==> src/rtl/shadow_cfg_pkg.sv <==
package shadow_cfg_pkg;

  typedef enum logic [1:0] {
    ST_RECALL = 2'd0,
    ST_IDLE   = 2'd1,
    ST_PROG   = 2'd2
  } bankState_e;

  typedef struct packed {
    logic loadWork;   // write wrData into the addressed working cell
    logic latchPend;  // capture address and data for persistent programming
    logic recallEn;   // copy persistent cell recallIdx into its working cell
    logic commitNv;   // programming latency elapsed, store the pending byte
  } ctrlStrobes_t;

endpackage

==> src/rtl/shadow_cfg_ctrl.sv <==
module shadow_cfg_ctrl
  import shadow_cfg_pkg::*;
#(
  parameter int NUM_REGS    = 4,
  parameter int ADDR_W      = 4,
  parameter int BANK_BASE   = 1,
  parameter int TRIG_ADDR_A = 0,
  parameter int TRIG_ADDR_B = 5,
  parameter int NV_WR_CYC   = 16,
  localparam int IDX_W      = (NUM_REGS > 1) ? $clog2(NUM_REGS) : 1,
  localparam int CNT_W      = $clog2(NV_WR_CYC + 1)
) (
  input  logic              clk,
  input  logic              porRstN,
  input  logic              wrStb,
  input  logic [ADDR_W-1:0] regSel,
  input  logic              wpN,
  input  logic              persistMode,
  output ctrlStrobes_t      strobe,
  output logic [IDX_W-1:0]  bankIdx,
  output logic [IDX_W-1:0]  recallIdx,
  output logic              bankHit,
  output logic              wrNak,
  output logic              busy,
  output logic              cfgValid
);

  bankState_e       state;
  logic [CNT_W-1:0] progCnt;
  logic             trigHit;
  logic             isIdle;
  logic             bankGo;
  logic             trigGo;

  // address decode
  assign bankHit = (int'(regSel) >= BANK_BASE) && (int'(regSel) < BANK_BASE + NUM_REGS);
  assign trigHit = (regSel == ADDR_W'(TRIG_ADDR_A)) || (regSel == ADDR_W'(TRIG_ADDR_B));
  assign bankIdx = IDX_W'(regSel - ADDR_W'(BANK_BASE));

  assign isIdle = (state == ST_IDLE);
  assign bankGo = wrStb && bankHit && isIdle && wpN;
  assign trigGo = wrStb && trigHit && !persistMode && wpN && isIdle;
  assign wrNak  = wrStb && bankHit && (!isIdle || !wpN);

  assign busy     = (state == ST_PROG);
  assign cfgValid = (state != ST_RECALL);

  always_comb begin
    strobe           = '0;
    strobe.loadWork  = bankGo;
    strobe.latchPend = bankGo && persistMode;
    strobe.recallEn  = (state == ST_RECALL);
    strobe.commitNv  = (state == ST_PROG) && (progCnt == '0);
  end

  always_ff @(posedge clk or negedge porRstN) begin
    if (!porRstN) begin
      state     <= ST_RECALL;
      recallIdx <= '0;
      progCnt   <= '0;
    end else begin
      case (state)
        ST_RECALL: begin
          if (recallIdx == IDX_W'(NUM_REGS - 1)) begin
            state     <= ST_IDLE;
            recallIdx <= '0;
          end else begin
            recallIdx <= recallIdx + 1'b1;
          end
        end
        ST_IDLE: begin
          if (bankGo && persistMode) begin
            state   <= ST_PROG;
            progCnt <= CNT_W'(NV_WR_CYC - 1);
          end else if (trigGo) begin
            state     <= ST_RECALL;
            recallIdx <= '0;
          end
        end
        ST_PROG: begin
          if (progCnt == '0) state <= ST_IDLE;
          else               progCnt <= progCnt - 1'b1;
        end
        default: state <= ST_IDLE;
      endcase
    end
  end

  AST_PERSIST_SETS_BUSY: assert property (@(posedge clk) disable iff (!porRstN)
    (wrStb && bankHit && wpN && persistMode && !wrNak) |=> busy) else $error("persistent write did not start programming");

  AST_TRIGGER_STARTS_RECALL: assert property (@(posedge clk) disable iff (!porRstN)
    (wrStb && trigHit && !persistMode && wpN && isIdle) |=> !cfgValid) else $error("trigger write did not start reload");

  AST_REFUSED_NO_PROGRAM: assert property (@(posedge clk) disable iff (!porRstN)
    (wrNak && !busy) |=> !busy) else $error("refused write started programming");

endmodule

==> src/rtl/shadow_cfg_dp.sv <==
module shadow_cfg_dp
  import shadow_cfg_pkg::*;
#(
  parameter int DATA_W = 8,
  parameter int NUM_REGS = 4,
  parameter logic [NUM_REGS*DATA_W-1:0] NV_INIT = '0,
  localparam int IDX_W = (NUM_REGS > 1) ? $clog2(NUM_REGS) : 1
) (
  input  logic                       clk,
  input  logic                       porRstN,
  input  ctrlStrobes_t               strobe,
  input  logic [IDX_W-1:0]           wrIdx,
  input  logic [IDX_W-1:0]           recallIdx,
  input  logic [DATA_W-1:0]          wrData,
  input  logic                       rdHit,
  output logic [DATA_W-1:0]          rdData,
  output logic [NUM_REGS*DATA_W-1:0] cfgOut
);

  logic [DATA_W-1:0] nvArr   [NUM_REGS];
  logic [DATA_W-1:0] workArr [NUM_REGS];
  logic [IDX_W-1:0]  pendIdx;
  logic [DATA_W-1:0] pendData;

  always_ff @(posedge clk or negedge porRstN) begin
    if (!porRstN) begin
      pendIdx  <= '0;
      pendData <= '0;
    end else if (strobe.latchPend) begin
      pendIdx  <= wrIdx;
      pendData <= wrData;
    end
  end

  for (genvar k = 0; k < NUM_REGS; k++) begin : g_cell
    // persistent cell: untouched by reset, keeps its content across power-on
    logic [DATA_W-1:0] nvCell = NV_INIT[k*DATA_W +: DATA_W];
    logic [DATA_W-1:0] workCell;

    always_ff @(posedge clk) begin
      if (strobe.commitNv && (pendIdx == IDX_W'(k))) nvCell <= pendData;
    end

    always_ff @(posedge clk or negedge porRstN) begin
      if (!porRstN)                                         workCell <= '0;
      else if (strobe.recallEn && (recallIdx == IDX_W'(k))) workCell <= nvCell;
      else if (strobe.loadWork && (wrIdx == IDX_W'(k)))     workCell <= wrData;
    end

    assign nvArr[k]   = nvCell;
    assign workArr[k] = workCell;
    assign cfgOut[k*DATA_W +: DATA_W] = workCell;
  end

  assign rdData = rdHit ? nvArr[wrIdx] : '0;

  AST_RECALL_COPIES: assert property (@(posedge clk) disable iff (!porRstN)
    strobe.recallEn |=> (workArr[$past(recallIdx)] == $past(nvArr[recallIdx]))) else $error("reload copied wrong value");

  AST_COMMIT_STORES: assert property (@(posedge clk) disable iff (!porRstN)
    strobe.commitNv |=> (nvArr[$past(pendIdx)] == $past(pendData))) else $error("programming stored wrong value");

endmodule

==> src/rtl/shadow_cfg_bank.sv <==
module shadow_cfg_bank
  import shadow_cfg_pkg::*;
#(
  parameter int DATA_W      = 8,
  parameter int NUM_REGS    = 4,
  parameter int ADDR_W      = 4,
  parameter int BANK_BASE   = 1,
  parameter int TRIG_ADDR_A = 0,
  parameter int TRIG_ADDR_B = 5,
  parameter int NV_WR_CYC   = 16,
  parameter logic [NUM_REGS*DATA_W-1:0] NV_INIT = '0,
  localparam int IDX_W      = (NUM_REGS > 1) ? $clog2(NUM_REGS) : 1
) (
  input  logic                       clk,
  input  logic                       porRstN,
  input  logic                       wrStb,
  input  logic [ADDR_W-1:0]          regSel,
  input  logic [DATA_W-1:0]          wrData,
  input  logic                       wpN,
  input  logic                       persistMode,
  output logic                       wrNak,
  output logic                       busy,
  output logic [DATA_W-1:0]          rdData,
  output logic [NUM_REGS*DATA_W-1:0] cfgOut,
  output logic                       cfgValid
);

  ctrlStrobes_t     strobe;
  logic [IDX_W-1:0] bankIdx;
  logic [IDX_W-1:0] recallIdx;
  logic             bankHit;

  shadow_cfg_ctrl #(
    .NUM_REGS(NUM_REGS), .ADDR_W(ADDR_W), .BANK_BASE(BANK_BASE),
    .TRIG_ADDR_A(TRIG_ADDR_A), .TRIG_ADDR_B(TRIG_ADDR_B), .NV_WR_CYC(NV_WR_CYC)
  ) ctrl_i (
    .clk(clk), .porRstN(porRstN), .wrStb(wrStb), .regSel(regSel),
    .wpN(wpN), .persistMode(persistMode), .strobe(strobe),
    .bankIdx(bankIdx), .recallIdx(recallIdx), .bankHit(bankHit),
    .wrNak(wrNak), .busy(busy), .cfgValid(cfgValid)
  );

  shadow_cfg_dp #(
    .DATA_W(DATA_W), .NUM_REGS(NUM_REGS), .NV_INIT(NV_INIT)
  ) dp_i (
    .clk(clk), .porRstN(porRstN), .strobe(strobe), .wrIdx(bankIdx),
    .recallIdx(recallIdx), .wrData(wrData), .rdHit(bankHit),
    .rdData(rdData), .cfgOut(cfgOut)
  );

  AST_PROTECT_HOLDS_WORK: assert property (@(posedge clk) disable iff (!porRstN)
    (!wpN && cfgValid) |=> $stable(cfgOut)) else $error("working cells changed under write protect");

endmodule

==> config.mk <==
export PLATFORM = sky130hd
export DESIGN_NAME = shadow_cfg_bank
export DESIGN_NICKNAME = d
export VERILOG_FILES = /design/src/rtl/shadow_cfg_pkg.sv /design/src/rtl/shadow_cfg_ctrl.sv /design/src/rtl/shadow_cfg_dp.sv /design/src/rtl/shadow_cfg_bank.sv
export SDC_FILE = /design/constraint.sdc
export NUM_CORES = 1
export LEC_CHECK = 0
export BUFFER_PORTS_ARGS = -buffer_cell sky130_fd_sc_hd__buf_2
export CAP_MARGIN = 40
export CORE_AREA = 2 2 64 111
export CTS_CLUSTER_DIAMETER = 80
export DETAILED_ROUTE_END_ITERATION = 8
export DIE_AREA = 0 0 66 113
export GPL_TIMING_DRIVEN = 0
export HOLD_SLACK_MARGIN = 0.03
export PLACE_DENSITY = 0.88
export SLEW_MARGIN = 20
export SYNTH_ARGS = -nofsm -noshare
export SYNTH_HDL_FRONTEND = slang
export SYNTH_HIERARCHICAL = 1
export SYNTH_SLANG_ARGS = --single-unit
export TNS_END_PERCENT = 20
==> constraint.sdc <==
create_clock -name clk -period 4 [get_ports clk]
set_input_delay 0.4 -clock clk [delete_from_list [all_inputs] [get_ports clk]]
set_output_delay 0.4 -clock clk [all_outputs]
set_load 0.02 [all_outputs]
After elaboration in Yosys (flattened, before gate mapping)
Cells that the tools add are included.

Output and inout port bits: 43. Flip-flop bits (word level): 83. Input port bits: 17. Word-level logic and storage cells: 106.

Mux-type cells: 23. Equality and inequality tests: 19. Reductions and logical operators: 44. $lt $le $gt $ge: 3. $add $sub $neg: 3. Bitwise operators: 1.

Operator list (count): two-way mux 8 bit (11); logical AND 1 bit (23); binary-select mux 8 bit (select 2 bit) (1); == test 2 bit, second input constant (7); nonzero test 2 bit (7); two-way mux 2 bit (6); two-way mux 5 bit (2); case mux 5 bit (2 select lines) (1); AND reduction 3 bit (3); == test 2 x 1 -> 1 bit, second input constant (4); zero test 2 bit (4); != test 2 bit, second input constant (4); case mux 2 bit (3 select lines) (1); zero test 5 bit (1); subtractor 5 x 1 -> 5 bit, second input constant (1); == test 4 x 3 -> 1 bit, second input constant (1); greater-or-equal comparator 4 x 1 -> 1 bit, second input constant (1); zero test 4 bit (1); less-than comparator 4 x 3 -> 1 bit, second input constant (1); != test 2 x 1 -> 1 bit, second input constant (2); case mux 2 bit (2 select lines) (1); greater-or-equal comparator 3 bit, second input constant (1); zero test 1 bit (3); != test 3 x 2 -> 1 bit, second input constant (1); 4 further kinds (5).

Longest topological paths before layout
Word-level depth: 9. Depth in mapped cells: 10. Depth with buffers taken out: 7.

Modules after synthesis
Netlist, hierarchy kept.

By module, submodules not included: shadow_cfg_dp (cells an instance 260, seq. area each 2011.9 um2, area each 3150.5 um2, times used 1); shadow_cfg_ctrl (cells an instance 76, seq. area each 225.2 um2, area each 734.5 um2, times used 1).

Worst setup path after synthesis
Ideal clock, no wire load.

Kind: reg2reg. From: register ctrl_i.progCnt[0]. To: register dp_i.g_cell[0].nvCell[0] (enable). Data required time: 3.615 ns. Stages on the path, launching flop included: 7. Clock period less this slack: 2.188 ns. Setup slack: 1.812 ns. Library setup time: 0.385 ns. Path buffers: 0. Arrival: 1.803 ns. Path through: dfrtp_1 -> inv_1 -> ha_1 -> nor4b_1 -> nand2_1 -> inv_1 -> nor3b_1.

RTL lines: start, declared (RTL line shadow_cfg_ctrl.sv:29) `logic [CNT_W-1:0] progCnt;`; start signal, assigned (RTL line shadow_cfg_ctrl.sv:74) `progCnt <= CNT_W'(NV_WR_CYC - 1);`; start signal, assigned (RTL line shadow_cfg_ctrl.sv:82) `else progCnt <= progCnt - 1'b1;`; end signal, assigned (RTL line shadow_cfg_dp.sv:41) `if (strobe.commitNv && (pendIdx == IDX_W'(k))) nvCell <= pendData;`; end, declared (RTL line shadow_cfg_dp.sv:37) `logic [DATA_W-1:0] nvCell = NV_INIT[k*DATA_W +: DATA_W];`.

Final worst setup path
From: register ctrl_i.state[1]. To: register dp_i.g_cell[2].workCell[3].

Word-level cells in the longest chain between the ends: 5. Elaborated cells between the ends (all ways): 8. Those cells by class: eq/ne (1); mux (1); reduce/logical (6).

Ends and longest elaborated chain: start, declared (RTL line shadow_cfg_ctrl.sv:28) `bankState_e state;`; start signal, assigned (RTL line shadow_cfg_ctrl.sv:58) `state <= ST_RECALL;`; start signal, assigned (RTL line shadow_cfg_ctrl.sv:65) `state <= ST_IDLE;`; start signal, assigned (RTL line shadow_cfg_ctrl.sv:73) `state <= ST_PROG;`; == test 2 x 1 -> 1 bit (RTL line shadow_cfg_ctrl.sv:40) `assign isIdle = (state == ST_IDLE);`; logical AND 1 bit (2 in series) (RTL line shadow_cfg_ctrl.sv:41) `assign bankGo = wrStb && bankHit && isIdle && wpN;`; via ctrl_i.bankGo (RTL line shadow_cfg_ctrl.sv:32) `logic bankGo;`; logical AND 1 bit (RTL line shadow_cfg_dp.sv:47) `else if (strobe.loadWork && (wrIdx == IDX_W'(k))) workCell <= wrData;`; nonzero test 2 bit (no source line); end signal, assigned (RTL line shadow_cfg_dp.sv:46) `else if (strobe.recallEn && (recallIdx == IDX_W'(k))) workCell <= nvCell;`; end signal, assigned (RTL line shadow_cfg_dp.sv:47); end, declared (RTL line shadow_cfg_dp.sv:38) `logic [DATA_W-1:0] workCell;`.

The timed path passes the listed nets, and every way through them passes these cells. A chain may end at the register's enable or synchronous reset.

==> load_flow_metrics.sql <==
INSERT INTO impl_metrics (metric_group, metric, value, unit) VALUES
('outcome', 'status', 'completed', ''),
('sta', 'unrepaired_setup_endpoints_after_global_routing', 'false', ''),
('yosys', 'top_count_cell_post_synth', 'nand2_1', ''),
('critical_path', 'worst-endpoint-arrival', '2890', 'ps'),
('yosys', 'post_synth_inst_count', '336', ''),
('drt', 'route.antenna.remaining_nets', '0', ''),
('drt', 'wl', '10.01', 'mm'),
('grt', 'grt_util_all_layers', '0.2910', ''),
('cells_and_area', 'n_antenna_cell', '0', ''),
('cells_and_area', 'multi_input_area', '1503', 'µm²'),
('critical_path', 'path_max_fanout', '8', ''),
('critical_path', 'timing.critical_path.to_type', 'flop', ''),
('sta', 'hold_violations', '0', ''),
('cells_and_area', 'sequential_cell_area', '2237', 'µm²'),
('drt', 'drt-pass1-iter-count', '5', ''),
('power_and_ir_drop', 'finalPower', '3.269', 'mW'),
('yosys', 'synth.top_cell.area_share', '0.3285', ''),
('clocking', 'clk_root_buffer_cell', 'clkbuf_16', ''),
('drt', 'starting_drt_drc_count', '410', ''),
('power_and_ir_drop', 'worst_ir_drop_vdd', '0.3928', 'mV'),
('grt', 'grt_start_max_net_pins', '29', ''),
('clocking', 'htree_levels', '3', ''),
('clocking', 'clk-insertion-delay-late', '340', 'ps'),
('power_and_ir_drop', 'p_per_area', '701.6', 'nW/µm²'),
('critical_path', 'setup.worst_path.start_class', 'flop', ''),
('drt', 'routedWlPerCell', '20.21', 'µm'),
('cells_and_area', 'layout.nets', '435', ''),
('sta', 'finalSetupViolations', '0', ''),
('placement', 'dpl.hpwl', '6.833', 'mm'),
('yosys', 'ys_async_sr_fraction', '0.6145', ''),
('yosys', 'seq_area_frac_synth', '0.5758', ''),
('drt', 'via_count', '3086', ''),
('drt', 'via_per_inst', '6.234', ''),
('sta', 'finClkSkew', '8.919', 'ps'),
('cells_and_area', 'share_of_cells_above_drive_strength_1', '0.2712', ''),
('sta', 'final.period_utilization', '0.6678', ''),
('floorplanning', 'fp.dieArea', '7458', 'µm²'),
('sta', 'max_freq', '374.4', 'MHz'),
('placement', 'buffer_ports.inserted', '59', ''),
('sta', 'finalSetupTns', '0', 'ps'),
('yosys', 'synth.lib_cells_used.distinct', '45', ''),
('floorplanning', 'top_level_ports', '60', ''),
('sta', 'maxSlewViolCount', '0', ''),
('clocking', 'numCtsBuffers', '9', ''),
('clocking', 'post_cts_resize_count', '0', ''),
('yosys', 'synth.cell_area', '3885', 'µm²'),
('sta', 'slew_headroom', '0.5197', ''),
('floorplanning', 'placementRows', '39', ''),
('sta', 'timing_worst_slew_pin_value', '717.3', 'ps'),
('grt', 'first_global_vias', '3168', ''),
('yosys', 'synthTopCellsByCount', 'nand2_1, dfrtp_1, nor2_1', ''),
('grt', 'grt_pass1_wl', '16.04', 'mm'),
('floorplanning', 'floorplan.die.height', '113', 'µm'),
('clocking', 'clk_path_buf_depth', '2', ''),
('placement', 'dp_cells', '479', ''),
('floorplanning', 'initial_core_util', '0.5941', ''),
('yosys', 'yosys-top-cells-area', 'dfrtp_1, edfxtp_1, nand2_1', ''),
('grt', 'number_of_antenna_violations_at_the_first_check_in_global_routing', '0', ''),
('yosys', 'syn_nets', '362', ''),
('clocking', 'postCtsSetupRepairBufs', '0', ''),
('cells_and_area', 'finish.cell_count_without_fillers', '495', ''),
('yosys', 'synth_flop_cell', 'dfrtp_1', ''),
('job', 'max-cap-violations', '0', ''),
('cells_and_area', 'area_growth_syn_to_layout', '19.94', '%'),
('yosys', 'post-synth-top-area-cell', 'dfrtp_1', ''),
('yosys', 'ys.warnings.count', '6', ''),
('grt', 'grt.overflow.total', '0', ''),
('power_and_ir_drop', 'cellLeakagePower', '2.070', 'nW'),
('yosys', 'synth_enable_flop_cells', '32', ''),
('cells_and_area', 'nFillCells', '435', ''),
('clocking', 'cts_tree', 'yes', ''),
('sta', 'tmin_final', '2671', 'ps'),
('floorplanning', 'die_width', '66', 'µm'),
('clocking', 'clkTransAtPathRegs', '60', 'ps'),
('yosys', 'syn_avg_cell_area', '11.56', 'µm²'),
('min_path', 'timing.hold.worst.class', 'in2async', ''),
('yosys', 'ys_ff_latch', '83', ''),
('placement', 'gpl.final_weighted_congestion', '0.8932', ''),
('clocking', 'post_cts_hold_buffer_count', '0', ''),
('floorplanning', 'placeableCoreArea', '6539', 'µm²'),
('clocking', 'cts_sinks', '83', ''),
('critical_path', 'critPathRequiredTime', '4220', 'ps'),
('drt', 'drc_violations_left', '0', ''),
('critical_path', 'critical_path_class', 'reg2reg', '');
[stage by stage]
step	instance area (µm²)	setup slack (ps)	utilization	hold slack, ps
CTS	4652	1433	0.7114	108.5
detailed placement	4320	1443	0.6607	456.0
finish	4659	1329	0.7126	96.15
global placement	4283	1374	0.6550	482.8
global route	4659	1227	0.7126	142.9
floorplan	3885	1812	-	104.4
[report_power, final]
| part | internal (mW) | switching (mW) |
|---|---|---|
| Combinational | 0.386 | 0.620 |
| Sequential | 1.16 | 0.175 |
| Clock | 0.605 | 0.323 |
[critical path, stage by stage (launching register included)]
cell and delay, ps:
dfrtp_1 390, inv_1 80, ha_1 280, inv_1 120, nor4_1 310, buf_4 160
buf_2 190, and3b_1 200, clkbuf_1 400, nand2_1 140, a31oi_1 280
[metal layers]
metal / GRT usage / part of all wire / routed length, µm
met5: 0 / 0 / 0
met4: 0.1619 / 0.044 / 436
met3: 0.06064 / 0.070 / 698
met2: 0.5145 / 0.56 / 5596
met1: 0.3148 / 0.33 / 3273
[sequential cells by signal, summed over array words and instances (netlist names)]
name	flops
dp_i/pendIdx	2
ctrl_i/progCnt	5
dp_i/g_cell.workCell	32
ctrl_i/recallIdx	2
dp_i/pendData	8
dp_i/g_cell.nvCell	32
ctrl_i/state	2
[placed cells by master, fill, tap and decap left out, types with 4 or more instances in the layout]
master,synthesis,final
a31oi_1,32,32
and2_1,8,8
buf_2,5,65
clkbuf_1,7,8
clkbuf_16,0,9
dfrtp_1,51,51
edfxtp_1,32,32
ha_1,9,9
inv_1,13,13
mux2_2,10,10
mux2i_1,4,4
mux4_2,5,5
nand2_1,72,72
nand3b_1,4,4
nor2_1,33,33
o21ai_0,5,5
[final timing paths]
kind | from | depth (start not counted) | endpoint | slack (ps)
min reg2reg | dp_i/pendData[4] | 0 | dp_i/g_cell[1].nvCell[4] | 520
min in group clk | wrData[0] | 3 | dp_i/g_cell[1].workCell[0] | 370
max | ctrl_i/state[1] | 10 | dp_i/g_cell[2].workCell[3] | 1330
max in group asynchronous | porRstN | 2 | dp_i/pendData[0] | 3360
min | porRstN | 1 | dp_i/g_cell[2].workCell[2] | 100
max reg2reg | ctrl_i/state[1] | 10 | dp_i/g_cell[2].workCell[3] | 1330
[kinds of logic (layout without fill, tap and decap cells)]
logic type	after synthesis	in the layout	synth area share
compound gates	47	47	0.08535
mux	22	22	0.08857
buf+inv	29	106	0.03865
simple gates	146	146	0.1826
fa+ha+maj	9	9	0.02899
flops	83	83	0.5758
[cell type report]
class / instances / area share
buffer: 16 / 0.02175
clock buffer: 10 / 0.04914
clock inverter: 5 / 0.02202
inverter: 13 / 0.01047
multi-input combinational: 224 / 0.3225
sequential: 83 / 0.4801
tap: 82 / 0.02202
timing repair buffer: 62 / 0.07197
(Power assumes the default switching activity.)
